==> config.mk <==
export PLATFORM = sky130hd
export DESIGN_NAME = rom_search_step
export DESIGN_NICKNAME = d
export VERILOG_FILES = /design/src/rtl/rom_step_pkg.sv /design/src/rtl/step_decide.sv /design/src/rtl/step_status_reg.sv /design/src/rtl/step_slot_seq.sv /design/src/rtl/rom_search_step.sv
export SDC_FILE = /design/constraint.sdc
export NUM_CORES = 1
export LEC_CHECK = 0
export BUFFER_PORTS_ARGS = -buffer_cell sky130_fd_sc_hd__buf_2
export CAP_MARGIN = 20
export CELL_PAD_IN_SITES_DETAIL_PLACEMENT = 1
export CELL_PAD_IN_SITES_GLOBAL_PLACEMENT = 1
export CORE_MARGIN = 1.5
export CORE_UTILIZATION = 42
export CTS_CLUSTER_SIZE = 24
export DETAILED_ROUTE_END_ITERATION = 10
export PLACE_DENSITY = 0.9
export REMOVE_ABC_BUFFERS = 1
export SYNTH_ARGS = -nofsm -noshare
export SYNTH_HDL_FRONTEND = slang
export SYNTH_SLANG_ARGS = --single-unit
==> constraint.sdc <==
create_clock -name clk -period 3.3 [get_ports clk]
set_input_delay 0.165 -clock clk [delete_from_list [all_inputs] [get_ports clk]]
set_output_delay 0.165 -clock clk [all_outputs]
set_load 0.05 [all_outputs]
==> src/rtl/rom_step_pkg.sv <==
package rom_step_pkg;
  localparam int STATUS_W = 3;
  localparam int POS_ID   = 0;
  localparam int POS_CMP  = 1;
  localparam int POS_DIR  = 2;
  localparam logic [STATUS_W-1:0] CODE_ERR = 3'b011;

  typedef enum logic [2:0] {
    S_IDLE,
    S_RD_ID,
    S_RD_CMP,
    S_EVAL,
    S_WR_DIR
  } step_state_t;
endpackage

==> src/rtl/step_decide.sv <==
module step_decide
  import rom_step_pkg::*;
(
  input  logic                id_bit,
  input  logic                cmp_bit,
  input  logic                pref,
  output logic                dir,
  output logic                err,
  output logic [STATUS_W-1:0] code
);
  always_comb begin
    err = id_bit & cmp_bit;
    if (id_bit == cmp_bit) dir = pref & ~err;
    else                   dir = id_bit;
    code          = '0;
    code[POS_ID]  = id_bit;
    code[POS_CMP] = cmp_bit;
    code[POS_DIR] = dir;
  end

  always_comb begin
    if (err) a_r4_err_code: assert (code == CODE_ERR);
  end
endmodule

==> src/rtl/step_status_reg.sv <==
module step_status_reg
  import rom_step_pkg::*;
(
  input  logic                clk,
  input  logic                rst,
  input  logic                load,
  input  logic [STATUS_W-1:0] code,
  output logic                done,
  output logic [STATUS_W-1:0] status
);
  always_ff @(posedge clk) begin
    if (rst) begin
      done   <= 1'b0;
      status <= '0;
    end else begin
      done <= load;
      if (load) status <= code;
    end
  end

  a_r9_done_pulse: assert property (@(posedge clk) disable iff (rst)
    done |=> !done);
  a_r9_status_hold: assert property (@(posedge clk) disable iff (rst)
    !done |-> $stable(status) || $past(rst));
  a_r4_err_no_dir: assert property (@(posedge clk) disable iff (rst)
    (done && status[POS_ID] && status[POS_CMP]) |-> !status[POS_DIR]);
  a_r6_single_one: assert property (@(posedge clk) disable iff (rst)
    (done && (status[POS_ID] != status[POS_CMP])) |-> status[POS_DIR] == status[POS_ID]);
endmodule

==> src/rtl/step_slot_seq.sv <==
module step_slot_seq
  import rom_step_pkg::*;
(
  input  logic clk,
  input  logic rst,
  input  logic start,
  input  logic pref_dir,
  input  logic slot_ack,
  input  logic slot_rd_bit,
  input  logic dir,
  input  logic err,
  output logic slot_req,
  output logic slot_wr_bit,
  output logic id_q,
  output logic cmp_q,
  output logic pref_q,
  output logic load
);
  step_state_t state;

  always_ff @(posedge clk) begin
    if (rst) begin
      state       <= S_IDLE;
      slot_req    <= 1'b0;
      slot_wr_bit <= 1'b1;
      id_q        <= 1'b0;
      cmp_q       <= 1'b0;
      pref_q      <= 1'b0;
      load        <= 1'b0;
    end else begin
      load <= 1'b0;
      unique case (state)
        S_IDLE: if (start) begin
          pref_q      <= pref_dir;
          slot_req    <= 1'b1;
          slot_wr_bit <= 1'b1;
          state       <= S_RD_ID;
        end
        S_RD_ID: if (slot_ack) begin
          id_q  <= slot_rd_bit;
          state <= S_RD_CMP;
        end
        S_RD_CMP: if (slot_ack) begin
          cmp_q    <= slot_rd_bit;
          slot_req <= 1'b0;
          state    <= S_EVAL;
        end
        S_EVAL: begin
          if (err) begin
            load  <= 1'b1;
            state <= S_IDLE;
          end else begin
            slot_req    <= 1'b1;
            slot_wr_bit <= dir;
            state       <= S_WR_DIR;
          end
        end
        S_WR_DIR: if (slot_ack) begin
          slot_req    <= 1'b0;
          slot_wr_bit <= 1'b1;
          load        <= 1'b1;
          state       <= S_IDLE;
        end
        default: state <= S_IDLE;
      endcase
    end
  end

  a_r10_idle_no_req: assert property (@(posedge clk) disable iff (rst)
    (state == S_IDLE) |-> !slot_req);
  a_r2_read_polarity: assert property (@(posedge clk) disable iff (rst)
    (state == S_RD_ID || state == S_RD_CMP) |-> (slot_req && slot_wr_bit));
  a_r8_pref_locked: assert property (@(posedge clk) disable iff (rst)
    (state != S_IDLE) |=> $stable(pref_q));
  a_r1_reset_quiet: assert property (@(posedge clk)
    rst |=> (!slot_req && !load));
endmodule

==> src/rtl/rom_search_step.sv <==
module rom_search_step
  import rom_step_pkg::*;
(
  input  logic                clk,
  input  logic                rst,
  input  logic                start,
  input  logic                pref_dir,
  output logic                slot_req,
  output logic                slot_wr_bit,
  input  logic                slot_ack,
  input  logic                slot_rd_bit,
  output logic                done,
  output logic [STATUS_W-1:0] status
);
  logic id_q, cmp_q, pref_q, load, dir, err;
  logic [STATUS_W-1:0] code;

  step_slot_seq u_seq (
    .clk(clk), .rst(rst), .start(start), .pref_dir(pref_dir),
    .slot_ack(slot_ack), .slot_rd_bit(slot_rd_bit), .dir(dir), .err(err),
    .slot_req(slot_req), .slot_wr_bit(slot_wr_bit),
    .id_q(id_q), .cmp_q(cmp_q), .pref_q(pref_q), .load(load)
  );

  step_decide u_dec (
    .id_bit(id_q), .cmp_bit(cmp_q), .pref(pref_q),
    .dir(dir), .err(err), .code(code)
  );

  step_status_reg u_stat (
    .clk(clk), .rst(rst), .load(load), .code(code),
    .done(done), .status(status)
  );

  a_r1_reset_outputs: assert property (@(posedge clk)
    rst |=> (!done && status == '0));
endmodule

==> results.txt, run 1 <==
Clk buf depth = 2
Final Skew = 0.00115 ns
Crit path from = u_seq.state[2]
CTS tree = done
Post-CTS sizing = 0
Number of port buffers = 11
Synth Instances = 64
Routing usage on met3 = 5.17%
Synth warn = 0
Total power draw = 0.323 mW
DRC viols = 0
Synth-to-Final Area Change = 10.8%
Row cnt = 13
Max-cap violation count = 0
Most frequent cells in the layout = 13 x dfxtp_1, 11 x buf_2, 9 x nor2_1
ANT cells = 0
Worst-path cell chain = mux2_4 > a2111oi_2 > a31oi_1
Worst-path clk slew = 0.08 ns
FF-to-FF Start = u_seq.state[2]
Fin worst setup slack = 1.77 ns
Syn avg cell area = 9.99 µm²
Die area = 1770 µm²
Core Area = 1370 µm²
Most common cell after layout, fill and taps aside = dfxtp_1
Kind of critical path = register to register
Leading area contributor after synthesis = dfxtp_1
Unrepaired setup endpoints after global routing = no
Crit path time final = 1.53 ns
Pleak = 0.287 nW
Vias in the first global route = 541
Max Clock Freq = 654 MHz
WL/cell = 16.5 µm
Layout net count = 82
Slew @ Worst Pin = 0.542 ns
Post-route ant nets = 0
Die Y = 42.0 µm
TritonCTS buffer count = 3
Clock Tree Root = clkbuf_4
GRT busiest layer = met2
Final TNS setup = 0 ns
Die width = 42.0 µm
Dpl ws = 1.79 ns
Largest net degree at the start of global routing = 15
Req. time, crit path = 3.48 ns
Pre-antenna DRT Iters = 4
Total vias in the final route = 527
Layout cell share with drive strength beyond 1 = 28.4%
Worst path max stage delay = 0.64 ns
Mapped Area = 639 µm²
CP startpoint kind = register
Grt met1 use = 23.8%
Status = completed
Flops & latches, synth = 13
Hold crit path type = input port to register
Slew headroom = 63.8%
Initial detailed-routing violation count = 13
H-tree depth = 1
Sequential area share after synthesis = 40.7%
Pwr dens = 455 nW/µm²
Filler Cell Count = 170
Fin util = 51.8%
Setup Viol. Count Final = 0
Final hold violations = 0
Crit end category = register
Worst skew pair latency = 0.29 ns
All-layer global routing usage = 20.1%
Initial antenna violation count = 0
Crit path arrival time = 1.71 ns
VDD IR-drop max = 0.334 mV
Clock sink total = 13
Setup Fix Bufs, Post-CTS = 0
Area share of the largest cell type after synthesis = 40.7%
I/O pin count = 12
First-pass GRT wire length = 2550 µm
GPL Wtd Cong = 0.774
Overflow after GRT = 0
Final wirelength = 1470 µm
Critical-path top delay cell = dfxtp_1
Post-cts hold buffer count = 0
Count of cell types in the netlist = 29
Final period util = 46.3%
Hold path start = pref_dir
Crit Path Max Fanout = 13
Max-slew violations = 0
GRT met2 Usage = 32.2%
Largest cells by area after synthesis = dfxtp_1 41%, mux2i_1 7.8%, nor2_1 5.3%
Starting Density = 46.8%
Vias per cell = 5.92
[area by class of cell]
cell class	count	area, µm²	area share, %
sequential	13	260	36.7
inverter	2	7.51	1.06
multi-input combinational	44	340	48.1
clock buffer	4	26.3	3.71
tap	15	18.8	2.65
timing repair buffer	11	55.1	7.77
[power breakdown]
| part | internal [mW] | switching (mW) |
|---|---|---|
| clock | 0.0472 | 0.0591 |
| sequential | 0.162 | 0.0106 |
| combinational | 0.0186 | 0.0249 |
| total | 0.228 | 0.0945 |
[registers in the layout, indices dropped and copies added, names as in the netlist]
register	flops
u_seq.state	3
u_stat.status	3
u_seq.cmp_q	1
u_seq.id_q	1
u_seq.load	1
u_seq.pref_q	1
u_seq.slot_req	1
u_seq.slot_wr_bit	1
u_stat.done	1
[per-stage QoR]
stage | hold WS (ns) | cells | instance area, µm²
floorplan | 0.231 | 59 | 608
global placement | 0.408 | 85 | 682
detailed placement | 0.417 | 85 | 682
CTS | 0.111 | 89 | 708
global route | 0.146 | 89 | 708
finish | 0.106 | 89 | 708
[Yosys cell counts, drive strengths merged]
master   count
a21oi        4
nor4         1
nor3b        1
a221oi       1
and4bb       2
nand3        1
nand2        1
nor4b        1
a211oi       1
nor3         2
mux2i        5
mux2         2
nor2b        3
clkbuf       1
nand4b       1
ha           1
o31ai        1
inv          2
buf          4
xor2         1
dfxtp       13
nand4        1
a31oi        3
a2111oi      1
nor2        10
[path summary, 6_finish.rpt]
check / to / depth (start not counted) / slack (ns)
worst min-delay path: u_seq.pref_q / 3 / 0.11
worst max register to register: u_seq.slot_wr_bit / 3 / 1.77
worst min register to register: u_seq.pref_q / 2 / 0.52
worst max-delay path: u_seq.slot_wr_bit / 3 / 1.77
[logic make-up after synthesis]
group | share of synthesized area, %
AND/OR/NAND/NOR | 24.9
buffers and inverters | 6.07
multiplexers | 11.9
AO/OA/AOI/OAI | 13.1
flip-flops | 40.7
adder cells (fa/ha/maj) | 1.96
XOR/XNOR | 1.37
[layer usage]
metal  vias to the layer above  part of all wire, %
met1                       259                   45
met2                        13                   49
met3                         5                  3.1
li1                        250                    -
met5                         -                    0
met4                         0                  3.3
[worst max-delay path, delay by kind of cell (launching register included)]
kind | cells | cell delay, ns
multiplexers | 1 | 0.35
flip-flops | 1 | 0.64
AO/OA/AOI/OAI | 2 | 0.42
Note: power is estimated with default switching activity, not from simulation.
==> run 2: changes to the inputs <==
CORE_UTILIZATION = 39   (was 42)
PLACE_DENSITY = 0.85   (was 0.9)
clock period = 1.59 ns   (was 3.3 ns; I/O delays follow)
==> results.txt, run 2 (same netlist as run 1, synthesis figures left out) <==
Largest net degree at the start of global routing = 15 (unchanged)
Final Skew = 0.0124 ns (+0.0113 ns)
Most frequent cells in the layout = 13 x dfxtp_1, 11 x buf_2, 9 x nor2_1
CTS tree = done
Fin worst setup slack = 0.231 ns (-1.54 ns)
Register-to-Register Path Depth = 4 (+1)
Dpl ws = 0.266 ns (-1.53 ns)
Crit Path Max Fanout = 4 (-9)
H-tree depth = 1 (unchanged)
Vias in the first global route = 540 (-0.18%)
Unrepaired setup endpoints after global routing = no
Post-CTS sizing = 0 (unchanged)
Req. time, crit path = 1.77 ns (-1.71 ns)
Area occupied by multi-input gates = 340 µm² (unchanged)
Pre-antenna DRT Iters = 3 (-1)
Crit end category = register
Crit path arrival time = 1.54 ns (-0.17 ns)
Die area = 1890 µm² (+7.1%)
Initial antenna violation count = 0 (unchanged)
Final period util = 85.4% (+39 points)
Reg2Reg Capture Point = u_stat.status[2]
First-pass GRT wire length = 2350 µm (-7.9%)
Clock Tree Root = clkbuf_4
CP startpoint kind = register
Total vias in the final route = 495 (-6.1%)
ANT cells = 0 (unchanged)
Synth-to-Final Area Change = 13.3%
Hold crit path type = input port to register
Top Registers = u_seq.state x3, u_stat.status x3
TritonCTS buffer count = 3 (unchanged)
Worst hold endpoint = u_seq.pref_q
Clk buf depth = 2 (unchanged)
Max-slew violations = 0 (unchanged)
Setup Viol. Count Final = 0 (unchanged)
Layout net count = 84 (+2.4%)
Slew headroom = 71.1% (+7.3 points)
All-layer global routing usage = 16.4% (-3.8 points)
Layout cell share with drive strength beyond 1 = 30.3% (+1.9 points)
Worst hold slack = 0.0511 ns (-0.0548 ns)
Vias per cell = 5.38 (-9.1%)
Die width = 43.5 µm (+3.5%)
Initial detailed-routing violation count = 6 (-7)
Overflow after GRT = 0 (unchanged)
Hold path start = pref_dir
Kind of critical path = register to register
Filler Cell Count = 177 (+4.1%)
Final hold violations = 0 (unchanged)
Final TNS setup = 0 ns (unchanged)
FF-to-FF Start = u_seq.id_q
Clock sink total = 13 (unchanged)
Pwr dens = 900 nW/µm² (+98%)
Worst-path clk slew = 0.09 ns (about the same)
Post-route ant nets = 0 (unchanged)
Crit path time final = 1.36 ns (-0.170 ns)
Met3 WL = 28 µm (-38%)
Post-cts hold buffer count = 0 (unchanged)
VDD IR-drop max = 0.587 mV (+76%)
WL/cell = 14.6 µm (-12%)
Register area = 260 µm² (unchanged)
Worst skew pair latency = 0.27 ns (-0.02 ns)
Max Used Layer = met4
Pleak = 0.298 nW (+3.8%)
Max-cap violation count = 0 (unchanged)
Core Area = 1520 µm² (+12%)
Number of port buffers = 11 (unchanged)
DR WL met2 = 660 µm (-8.5%)
Hold path cells = 3 (unchanged)
Reg2Reg Setup Slack = 0.23 ns (-1.54 ns)
Hpwl dp = 963 µm
I/O pin count = 12 (unchanged)
Row cnt = 14 (+1)
Final wirelength = 1340 µm (-8.8%)
Crit path from = u_seq.id_q
Starting Density = 42.0% (-4.8 points)
Slew @ Worst Pin = 0.433 ns (-0.109 ns)
GPL Wtd Cong = 0.721 (-6.8%)
Most common cell after layout, fill and taps aside = dfxtp_1
DRC viols = 0 (unchanged)
Die Y = 43.5 µm (+3.5%)
Status = completed
Setup Fix Bufs, Post-CTS = 0 (unchanged)
Metal-1 WL = 641 µm (-2.1%)
Max Clock Freq = 736 MHz (+13%)
-- run 2: cell types whose count changed in the layout (fill, tap and decap cells not counted) --
cell | previous run | this run
buf_4 | 0 | 2
-- run 2: worst max path at each step --
stage,endpoint,slack (ns),cells past startpoint
after floorplan,u_seq.slot_wr_bit,0.20,3
after global placement,u_seq.slot_req,0.31,4
after detailed placement,u_seq.slot_req,0.27,4
after CTS,u_stat.status[2],0.19,4
after global routing,u_stat.status[2],0.14,4
final,u_stat.status[2],0.23,4
-- run 2: worst max-delay path, stage by stage, from the launching register on --
cell	delay [ns]
dfxtp_1	0.34
ha_1	0.33
nor3b_1	0.25
a21oi_1	0.11
a211oi_1	0.24
-- run 2: cell type report --
class / instances / area share [%]
Clock buffer: 4 / 3.63
Inverter: 2 / 1.04
Multi-Input combinational cell: 44 / 47.0
Sequential cell: 13 / 35.9
Tap cell: 16 / 2.76
Timing Repair Buffer: 13 / 9.67
-- run 2: power by group --
part	internal [mW]	total, mW	switching, mW	leakage [nW]
clock	0.0969	0.202	0.105	0.0150
sequential	0.337	0.354	0.0177	0.106
combinational	0.0410	0.0951	0.0541	0.177
total	0.475	0.652	0.177	0.298
-- run 2: per-layer routing --
layer	track usage (%)	vias to the layer above
li1	-	257
met4	7.27	0
met2	28.7	4
met3	2.50	2
met5	0	-
met1	19.7	232
-- run 2: metrics by stage --
stage	cells	cell area (µm²)	power, mW	util, %
after floorplan	59	608	0.422	-
after CTS	92	724	0.663	47.5
after global placement	88	698	0.453	45.8
after global routing	92	724	0.684	47.5
after detailed placement	88	698	0.457	45.8
final	92	724	0.652	47.5
